[src/rtl/srtc_pkg.sv]
package srtc_pkg;
   localparam int ADDR_W = 5;
   localparam int DATA_W = 32;

   localparam logic [ADDR_W-1:0] OFS_SEC = 5'h00;
   localparam logic [ADDR_W-1:0] OFS_SUB = 5'h04;
   localparam logic [ADDR_W-1:0] OFS_ALM = 5'h08;
   localparam logic [ADDR_W-1:0] OFS_CTL = 5'h10;
   localparam logic [ADDR_W-1:0] OFS_STS = 5'h14;
   localparam logic [ADDR_W-1:0] OFS_KEY = 5'h18;

   localparam int C_LPEN = 3;
   localparam int C_WKE  = 4;
   localparam int C_AIE  = 7;
   localparam int C_NSA  = 11;
   localparam int C_NVX  = 14;
   localparam int C_INX  = 15;

   localparam int S_ALM = 3;
   localparam int S_NVD = 14;
   localparam int S_IND = 15;

   localparam logic [DATA_W-1:0] KEY_VAL  = 32'h4173_6166;
   localparam logic [DATA_W-1:0] CTL_MASK = 32'h0000_C898;

   typedef enum logic [1:0] {LC_INIT, LC_NONVALID, LC_VALID} lc_e;

   typedef struct packed {
      logic              vld;
      logic [ADDR_W-1:0] ofs;
      logic [DATA_W-1:0] data;
   } wreq_t;
endpackage

[src/rtl/srtc_wr_sync.sv]
module srtc_wr_sync
   import srtc_pkg::*;
#(
   parameter int STAGES = 2
) (
   input  logic              clk,
   input  logic              rst_n,
   input  logic              tick,
   input  logic              we,
   input  logic [ADDR_W-1:0] ofs,
   input  logic [DATA_W-1:0] wdata,
   output wreq_t             apply
);
   localparam int LAST = STAGES - 1;

   generate
      if (STAGES < 1 || STAGES > 2) begin : g_bad_stages
         $error("srtc_wr_sync: STAGES must be 1 or 2");
      end
   endgenerate

   wreq_t pipe_q [STAGES];
   wreq_t head;

   always_comb begin
      head.vld  = 1'b1;
      head.ofs  = ofs;
      head.data = wdata;
   end

   always_ff @(posedge clk or negedge rst_n) begin
      if (!rst_n) begin
         for (int i = 0; i < STAGES; i++) pipe_q[i] <= '0;
      end else if (tick) begin
         for (int i = LAST; i > 0; i--) pipe_q[i] <= pipe_q[i-1];
         pipe_q[0] <= we ? head : '0;
      end else if (we) begin
         pipe_q[0] <= head;
      end
   end

   assign apply = (tick && pipe_q[LAST].vld) ? pipe_q[LAST] : '0;
endmodule

[src/rtl/srtc_lifecycle.sv]
module srtc_lifecycle
   import srtc_pkg::*;
(
   input  logic  clk,
   input  logic  rst_n,
   input  wreq_t req,
   input  logic  key_ok,
   output lc_e   state,
   output logic  init_done,
   output logic  nv_done
);
   lc_e  state_q, state_d;
   logic ctl_wr, key_wr, init_req, nv_req;

   assign ctl_wr   = req.vld && (req.ofs == OFS_CTL);
   assign key_wr   = req.vld && (req.ofs == OFS_KEY);
   assign init_req = ctl_wr && req.data[C_INX] && req.data[C_NSA];
   assign nv_req   = ctl_wr && req.data[C_INX] && req.data[C_NVX]
                     && req.data[C_NSA] && req.data[C_LPEN] && key_ok;

   always_comb begin
      state_d   = state_q;
      init_done = 1'b0;
      nv_done   = 1'b0;
      case (state_q)
         LC_INIT: if (init_req) begin
            state_d   = LC_NONVALID;
            init_done = 1'b1;
         end
         LC_NONVALID: if (nv_req) begin
            state_d = LC_VALID;
            nv_done = 1'b1;
         end
         LC_VALID: if (key_wr && (req.data != KEY_VAL)) state_d = LC_NONVALID;
         default: state_d = LC_INIT;
      endcase
   end

   always_ff @(posedge clk or negedge rst_n) begin
      if (!rst_n) state_q <= LC_INIT;
      else        state_q <= state_d;
   end

   assign state = state_q;
endmodule

[src/rtl/srtc_timebase.sv]
module srtc_timebase
   import srtc_pkg::*;
#(
   parameter int LOW_W = 15
) (
   input  logic              clk,
   input  logic              rst_n,
   input  logic              tick,
   input  logic              run,
   input  logic              sec_ld,
   input  logic [DATA_W-1:0] sec_val,
   input  logic [DATA_W-1:0] alarm,
   output logic [LOW_W-1:0]  sub,
   output logic [DATA_W-1:0] sec,
   output logic              alarm_hit
);
   generate
      if (LOW_W < 1 || LOW_W > 31) begin : g_bad_low
         $error("srtc_timebase: LOW_W must be 1..31");
      end
   endgenerate

   logic [LOW_W-1:0]  sub_q;
   logic [DATA_W-1:0] sec_q, sec_inc;
   logic              wrap;

   assign wrap    = &sub_q;
   assign sec_inc = sec_q + 1'b1;

   always_ff @(posedge clk or negedge rst_n) begin
      if (!rst_n) begin
         sub_q <= '0;
         sec_q <= '0;
      end else if (tick) begin
         sub_q <= sub_q + 1'b1;
         if (sec_ld)           sec_q <= sec_val;
         else if (run && wrap) sec_q <= sec_inc;
      end
   end

   assign alarm_hit = tick && run && wrap && !sec_ld && (sec_inc == alarm);
   assign sub       = sub_q;
   assign sec       = sec_q;
endmodule

[src/rtl/srtc_ctrl.sv]
module srtc_ctrl
   import srtc_pkg::*;
#(
   parameter int LOW_W       = 15,
   parameter int SYNC_STAGES = 2
) (
   input  logic              clk,
   input  logic              rst_n,
   input  logic              slow_tick,
   input  logic              bus_wr,
   input  logic              bus_rd,
   input  logic [ADDR_W-1:0] bus_addr,
   input  logic [DATA_W-1:0] bus_wdata,
   output logic [DATA_W-1:0] bus_rdata,
   output logic              irq,
   output logic              wakeup
);
   localparam int PAD_W = DATA_W - LOW_W;

   wreq_t             req;
   lc_e               lc_q;
   logic              init_done, nv_done, alarm_hit;
   logic              sec_ld, key_ok, sts_wr;
   logic [LOW_W-1:0]  sub_q;
   logic [DATA_W-1:0] sec_q, alarm_q, ctl_q, key_q, rd_mux;
   logic              alm_f, nvd_f, ind_f;

   srtc_wr_sync #(.STAGES(SYNC_STAGES)) u_sync (
      .clk(clk), .rst_n(rst_n), .tick(slow_tick), .we(bus_wr),
      .ofs(bus_addr), .wdata(bus_wdata), .apply(req)
   );

   assign key_ok = (key_q == KEY_VAL);

   srtc_lifecycle u_lc (
      .clk(clk), .rst_n(rst_n), .req(req), .key_ok(key_ok),
      .state(lc_q), .init_done(init_done), .nv_done(nv_done)
   );

   assign sec_ld = req.vld && (req.ofs == OFS_SEC);
   assign sts_wr = req.vld && (req.ofs == OFS_STS);

   srtc_timebase #(.LOW_W(LOW_W)) u_tb (
      .clk(clk), .rst_n(rst_n), .tick(slow_tick), .run(lc_q == LC_VALID),
      .sec_ld(sec_ld), .sec_val(req.data), .alarm(alarm_q),
      .sub(sub_q), .sec(sec_q), .alarm_hit(alarm_hit)
   );

   always_ff @(posedge clk or negedge rst_n) begin
      if (!rst_n) begin
         alarm_q <= '0;
         ctl_q   <= '0;
         key_q   <= '0;
         alm_f   <= 1'b0;
         nvd_f   <= 1'b0;
         ind_f   <= 1'b0;
      end else begin
         if (req.vld && req.ofs == OFS_ALM) alarm_q <= req.data;
         if (req.vld && req.ofs == OFS_CTL) ctl_q   <= req.data & CTL_MASK;
         if (req.vld && req.ofs == OFS_KEY) key_q   <= req.data;
         alm_f <= (alm_f && !(sts_wr && req.data[S_ALM])) || alarm_hit;
         nvd_f <= (nvd_f && !(sts_wr && req.data[S_NVD])) || nv_done;
         ind_f <= (ind_f && !(sts_wr && req.data[S_IND])) || init_done;
      end
   end

   always_comb begin
      rd_mux = '0;
      case (bus_addr)
         OFS_SEC: rd_mux = sec_q;
         OFS_SUB: rd_mux = {{PAD_W{1'b0}}, sub_q};
         OFS_ALM: rd_mux = alarm_q;
         OFS_CTL: rd_mux = ctl_q;
         OFS_STS: begin
            rd_mux[S_ALM] = alm_f;
            rd_mux[S_NVD] = nvd_f;
            rd_mux[S_IND] = ind_f;
         end
         OFS_KEY: rd_mux = key_q;
         default: rd_mux = '0;
      endcase
   end

   always_ff @(posedge clk or negedge rst_n) begin
      if (!rst_n)      bus_rdata <= '0;
      else if (bus_rd) bus_rdata <= rd_mux;
   end

   assign irq    = alm_f && ctl_q[C_AIE];
   assign wakeup = alm_f && ctl_q[C_WKE];
endmodule

[config.mk]
export PLATFORM = sky130hd
export DESIGN_NAME = srtc_ctrl
export DESIGN_NICKNAME = d
export VERILOG_FILES = /design/src/rtl/srtc_pkg.sv /design/src/rtl/srtc_wr_sync.sv /design/src/rtl/srtc_lifecycle.sv /design/src/rtl/srtc_timebase.sv /design/src/rtl/srtc_ctrl.sv
export SDC_FILE = /design/constraint.sdc
export NUM_CORES = 1
export LEC_CHECK = 0
export BUFFER_PORTS_ARGS = -buffer_cell sky130_fd_sc_hd__buf_2
export CORE_UTILIZATION = 55
export DETAILED_ROUTE_END_ITERATION = 7
export PLACE_DENSITY = 0.74
export SYNTH_ARGS = -nofsm -noshare
export SYNTH_HDL_FRONTEND = slang
export SYNTH_SLANG_ARGS = --single-unit
[constraint.sdc]
create_clock -name clk -period 2.7 [get_ports clk]
set_clock_uncertainty 0.15 [all_clocks]
set_input_delay 0 -clock clk [delete_from_list [all_inputs] [get_ports clk]]
set_output_delay 0 -clock clk [all_outputs]
set_load 0.05 [all_outputs]
==> flow_summary_export.csv <==
group,metric,value,unit
status,status,"complete, no violations",
global_routing,grt_use_met1,0.473,
die,fp-row-count,51,
synthesis,yosys.area.top_type,"dfrtp_1",
die,die_area,20900,µm²
worst_hold_path,min_path_type,"in2reg",
worst_setup_path,reg2reg_slack,0.1,ns
synthesis,yosys_warnings,0,
global_routing,antenna_found_initial,0,
worst_hold_path,whs_path_depth,3,
cells_and_area,fill_cells,1494,
cells_and_area,area.growth.synth_to_final,22.5,%
global_routing,busiest_layer,"met2",
sta,worst_slew_pin_slew,0.740,ns
clock_network,clkSinkCount,230,
drt,finalWirelength,31.6,mm
pwr,powerDensity,891,nW/µm²
worst_setup_path,crit_type,"reg2reg",
worst_hold_path,min_to,"u_sync.pipe_q[49]$_DFFE_PN0P_",
drt,vias,8858,
global_routing,grt_pass1_vias,8699,
synthesis,yosysMostFrequentCell,"dfrtp_1",
clock_network,cts_buffers,25,
sta,finalCritPeriodShare,0.964,
drt,vias_per_cell,6.04,
global_routing,grt_use_total,0.318,
cells_and_area,diodes,0,
global_routing,overflow,0,
pwr,p_leak,6.11,nW
die,chipWidth,144,µm
worst_setup_path,startpoint_type,"flip-flop",
synthesis,ys_ff_latch,230,
worst_setup_path,end_kind,"flip-flop",
sta,setup_viol,0,
placement,place_congestion,0.952,
global_routing,grt_pass1_wl,49.6,mm
die,die_h,144,µm
synthesis,yosysTopAreaCellShare,0.516,
worst_setup_path,rr_startpoint,"u_tb.sec[0]$_DFFE_PN0P_",
synthesis,syn_area,11200,µm²
synthesis,synth.distinct_cells,58,
worst_setup_path,r2r-end,"alm_f$_DFF_PN0_",
sta,setup-tns-final,0,ns
global_routing,globalRouteMet2Util,0.479,
sta,hold_violations,0,
clock_network,cts_tree,"done",
drt,ant_nets,0,
worst_setup_path,cpPeakStageDelay,0.64,ns
clock_network,path_clk_slew,0.06,ns
sta,max_freq,384,MHz
clock_network,clk_latency,0.52,ns
sta,min_period,2.60,ns
drt,drt-pass1-iter-count,5,
placement,dp_hpwl,21.8,mm
worst_setup_path,ff2ff_path_depth,8,
worst_hold_path,min_from,"bus_wdata[11]",
global_routing,met3_usage,0.0487,
synthesis,synthTopCellsByArea,"dfrtp_1 52%, mux2_2 10%, xnor2_1 4.0%",
synthesis,async_flop_share,1.00,
placement,io_buffers,75,
synthesis,ys_seq_area_frac,0.516,
drt,first_iter_violations,705,
clock_network,clockBufferDepth,3,
worst_setup_path,crit_chain,"ha_4 -> nand4_2 -> or4_4 -> nor3_4 -> mux2i_1 -> a22o_1 -> nand4_1 -> o31ai_2",
sta,slew_viol_final,0,
die,io-pin-count,76,
worst_setup_path,cp_data_arrival_time,2.88,ns
die,initial_core_util,0.568,
worst_setup_path,cp_slowest_cell,"or4_4",
die,core_area,19700,µm²
synthesis,syn_inst,1018,
cells_and_area,nets,1227,
synthesis,syn_avg_cell_area,11.0,µm²
drt,wire_per_inst,21.6,µm
clock_network,ctsHtreeMaxLevel,1,
synthesis,synth_fp_nets,1062,
synthesis,synth_edf_count,0,
worst_setup_path,critPathMaxFanout,5,
pwr,vdd_drop_max,0.554,mV
sta,relSlewSlack,0.501,
cells_and_area,drive_above_1_share,0.254,
worst_setup_path,worstPathRequired,2.98,ns
synthesis,yosys-top-cells-count,"230 x dfrtp_1, 103 x mux2_2, 101 x nor2_1",
global_routing,grt_max_degree,90,
drt,drcViolationCount,0,
job,cap_violations,0,
clock_network,cts_root_buf,"clkbuf_16",
synthesis,synth_ff_type,"dfrtp_1",
sta,finalHoldWorstSlack,0.105,ns
==> report_power, final <==
group | total, mW | internal [mW] | switching (mW)
logic | 3.35 | 1.65 | 1.71
clock network | 3.62 | 2.25 | 1.37
registers | 5.21 | 4.20 | 1.02
==> state kept, by name (all words and copies together) (netlist names), 2 cells and up <==
register / cells
bus_rdata: 32
u_sync.pipe_q: 76
u_lc.state: 2
u_tb.sec: 32
key_q: 32
ctl_q: 6
u_tb.sub: 15
alarm_q: 32
==> cells in the final DEF (no fill, tap or decap), types with 27 or more instances in the layout <==
| master | instances |
|---|---|
| dfrtp_1 | 227 |
| mux2_2 | 103 |
| nor2_1 | 99 |
| buf_2 | 74 |
| a21oi_1 | 69 |
| dlygate4sd3_1 | 67 |
| buf_4 | 58 |
| nand2_1 | 56 |
| xnor2_1 | 51 |
| xor2_1 | 40 |
| a22o_1 | 38 |
| mux2i_1 | 37 |
| inv_1 | 27 |
==> kinds of logic (layout without fill, tap and decap cells) <==
logic type                 after synthesis  after routing  share of synthesized area
AOI/OAI and AO/OA                      182            182                      0.107
xor gates and xnor gates                91             91                     0.0714
adders and majority gates                2              2                    0.00224
buffers and inverters                   91            274                     0.0358
DFF                                    230            230                      0.516
muxes                                  140            140                      0.137
and+or+nand+nor                        282            282                      0.131
==> area by class of cell <==
cell class,count,area [µm²],share of cell area
repair buffers,202,1530,0.112
multi-input cells,697,5070,0.371
clock buffers,35,723,0.0529
well taps,265,332,0.0242
flip-flops and latches,230,5760,0.421
clock inverters,10,156,0.0114
inverters,27,101,0.00741
==> worst max path at each step <==
| stage | start | endpoint | slack, ns | cells after the start |
|---|---|---|---|---|
| after floorplan | u_tb.sec[0]$_DFFE_PN0P_ | alm_f$_DFF_PN0_ | 0.02 | 9 |
| after global placement | u_tb.sec[0]$_DFFE_PN0P_ | alm_f$_DFF_PN0_ | 0.13 | 8 |
| after detailed placement | u_tb.sec[0]$_DFFE_PN0P_ | alm_f$_DFF_PN0_ | 0.02 | 8 |
| after CTS | u_tb.sec[0]$_DFFE_PN0P_ | alm_f$_DFF_PN0_ | 0.04 | 8 |
| after global routing | u_tb.sec[1]$_DFFE_PN0P_ | alm_f$_DFF_PN0_ | -0.01 | 8 |
| final | u_tb.sec[0]$_DFFE_PN0P_ | alm_f$_DFF_PN0_ | 0.1 | 8 |
==> routing by layer <==
| metal | vias to the layer above | wire length [µm] |
|---|---|---|
| li1 | 3986 | - |
| met1 | 4449 | 14500 |
| met2 | 374 | 14100 |
| met3 | 49 | 2290 |
| met4 | 0 | 719 |
| met5 | - | 0 |
==> per-stage QoR <==
stage / util / area, µm² / worst slack, ns / std cells / power [mW]
final: 0.696 / 13700 / 0.0971 / 1466 / 12.2
after floorplan: - / 11200 / 0.0238 / 1018 / 7.24
after global routing: 0.696 / 13700 / -0.0125 / 1466 / 12.7
after global placement: 0.613 / 12100 / 0.134 / 1351 / 8.30
after detailed placement: 0.613 / 12100 / 0.0247 / 1351 / 8.35
after CTS: 0.692 / 13600 / 0.0432 / 1463 / 12.0
==> worst max-delay path, delay by kind of cell (launching register included) <==
| kind | cells | cell delay, ns |
|---|---|---|
| adder cells (fa/ha/maj) | 1 | 0.17 |
| multiplexers | 1 | 0.21 |
| AND/OR/NAND/NOR | 4 | 1.17 |
| flip-flops | 1 | 0.39 |
| AO/OA/AOI/OAI | 2 | 0.43 |
==> repair_timing <==
| item | in CTS | in global routing |
|---|---|---|
| endpoints found under the hold margin | 316 | 0 |
| hold buffers | 67 | 0 |
| endpoints found under the setup margin | 0 | 4 |
| resized for setup | 0 | 11 |
| setup buffers | 0 | 3 |
No activity file was read; power rests on OpenSTA's default activity.
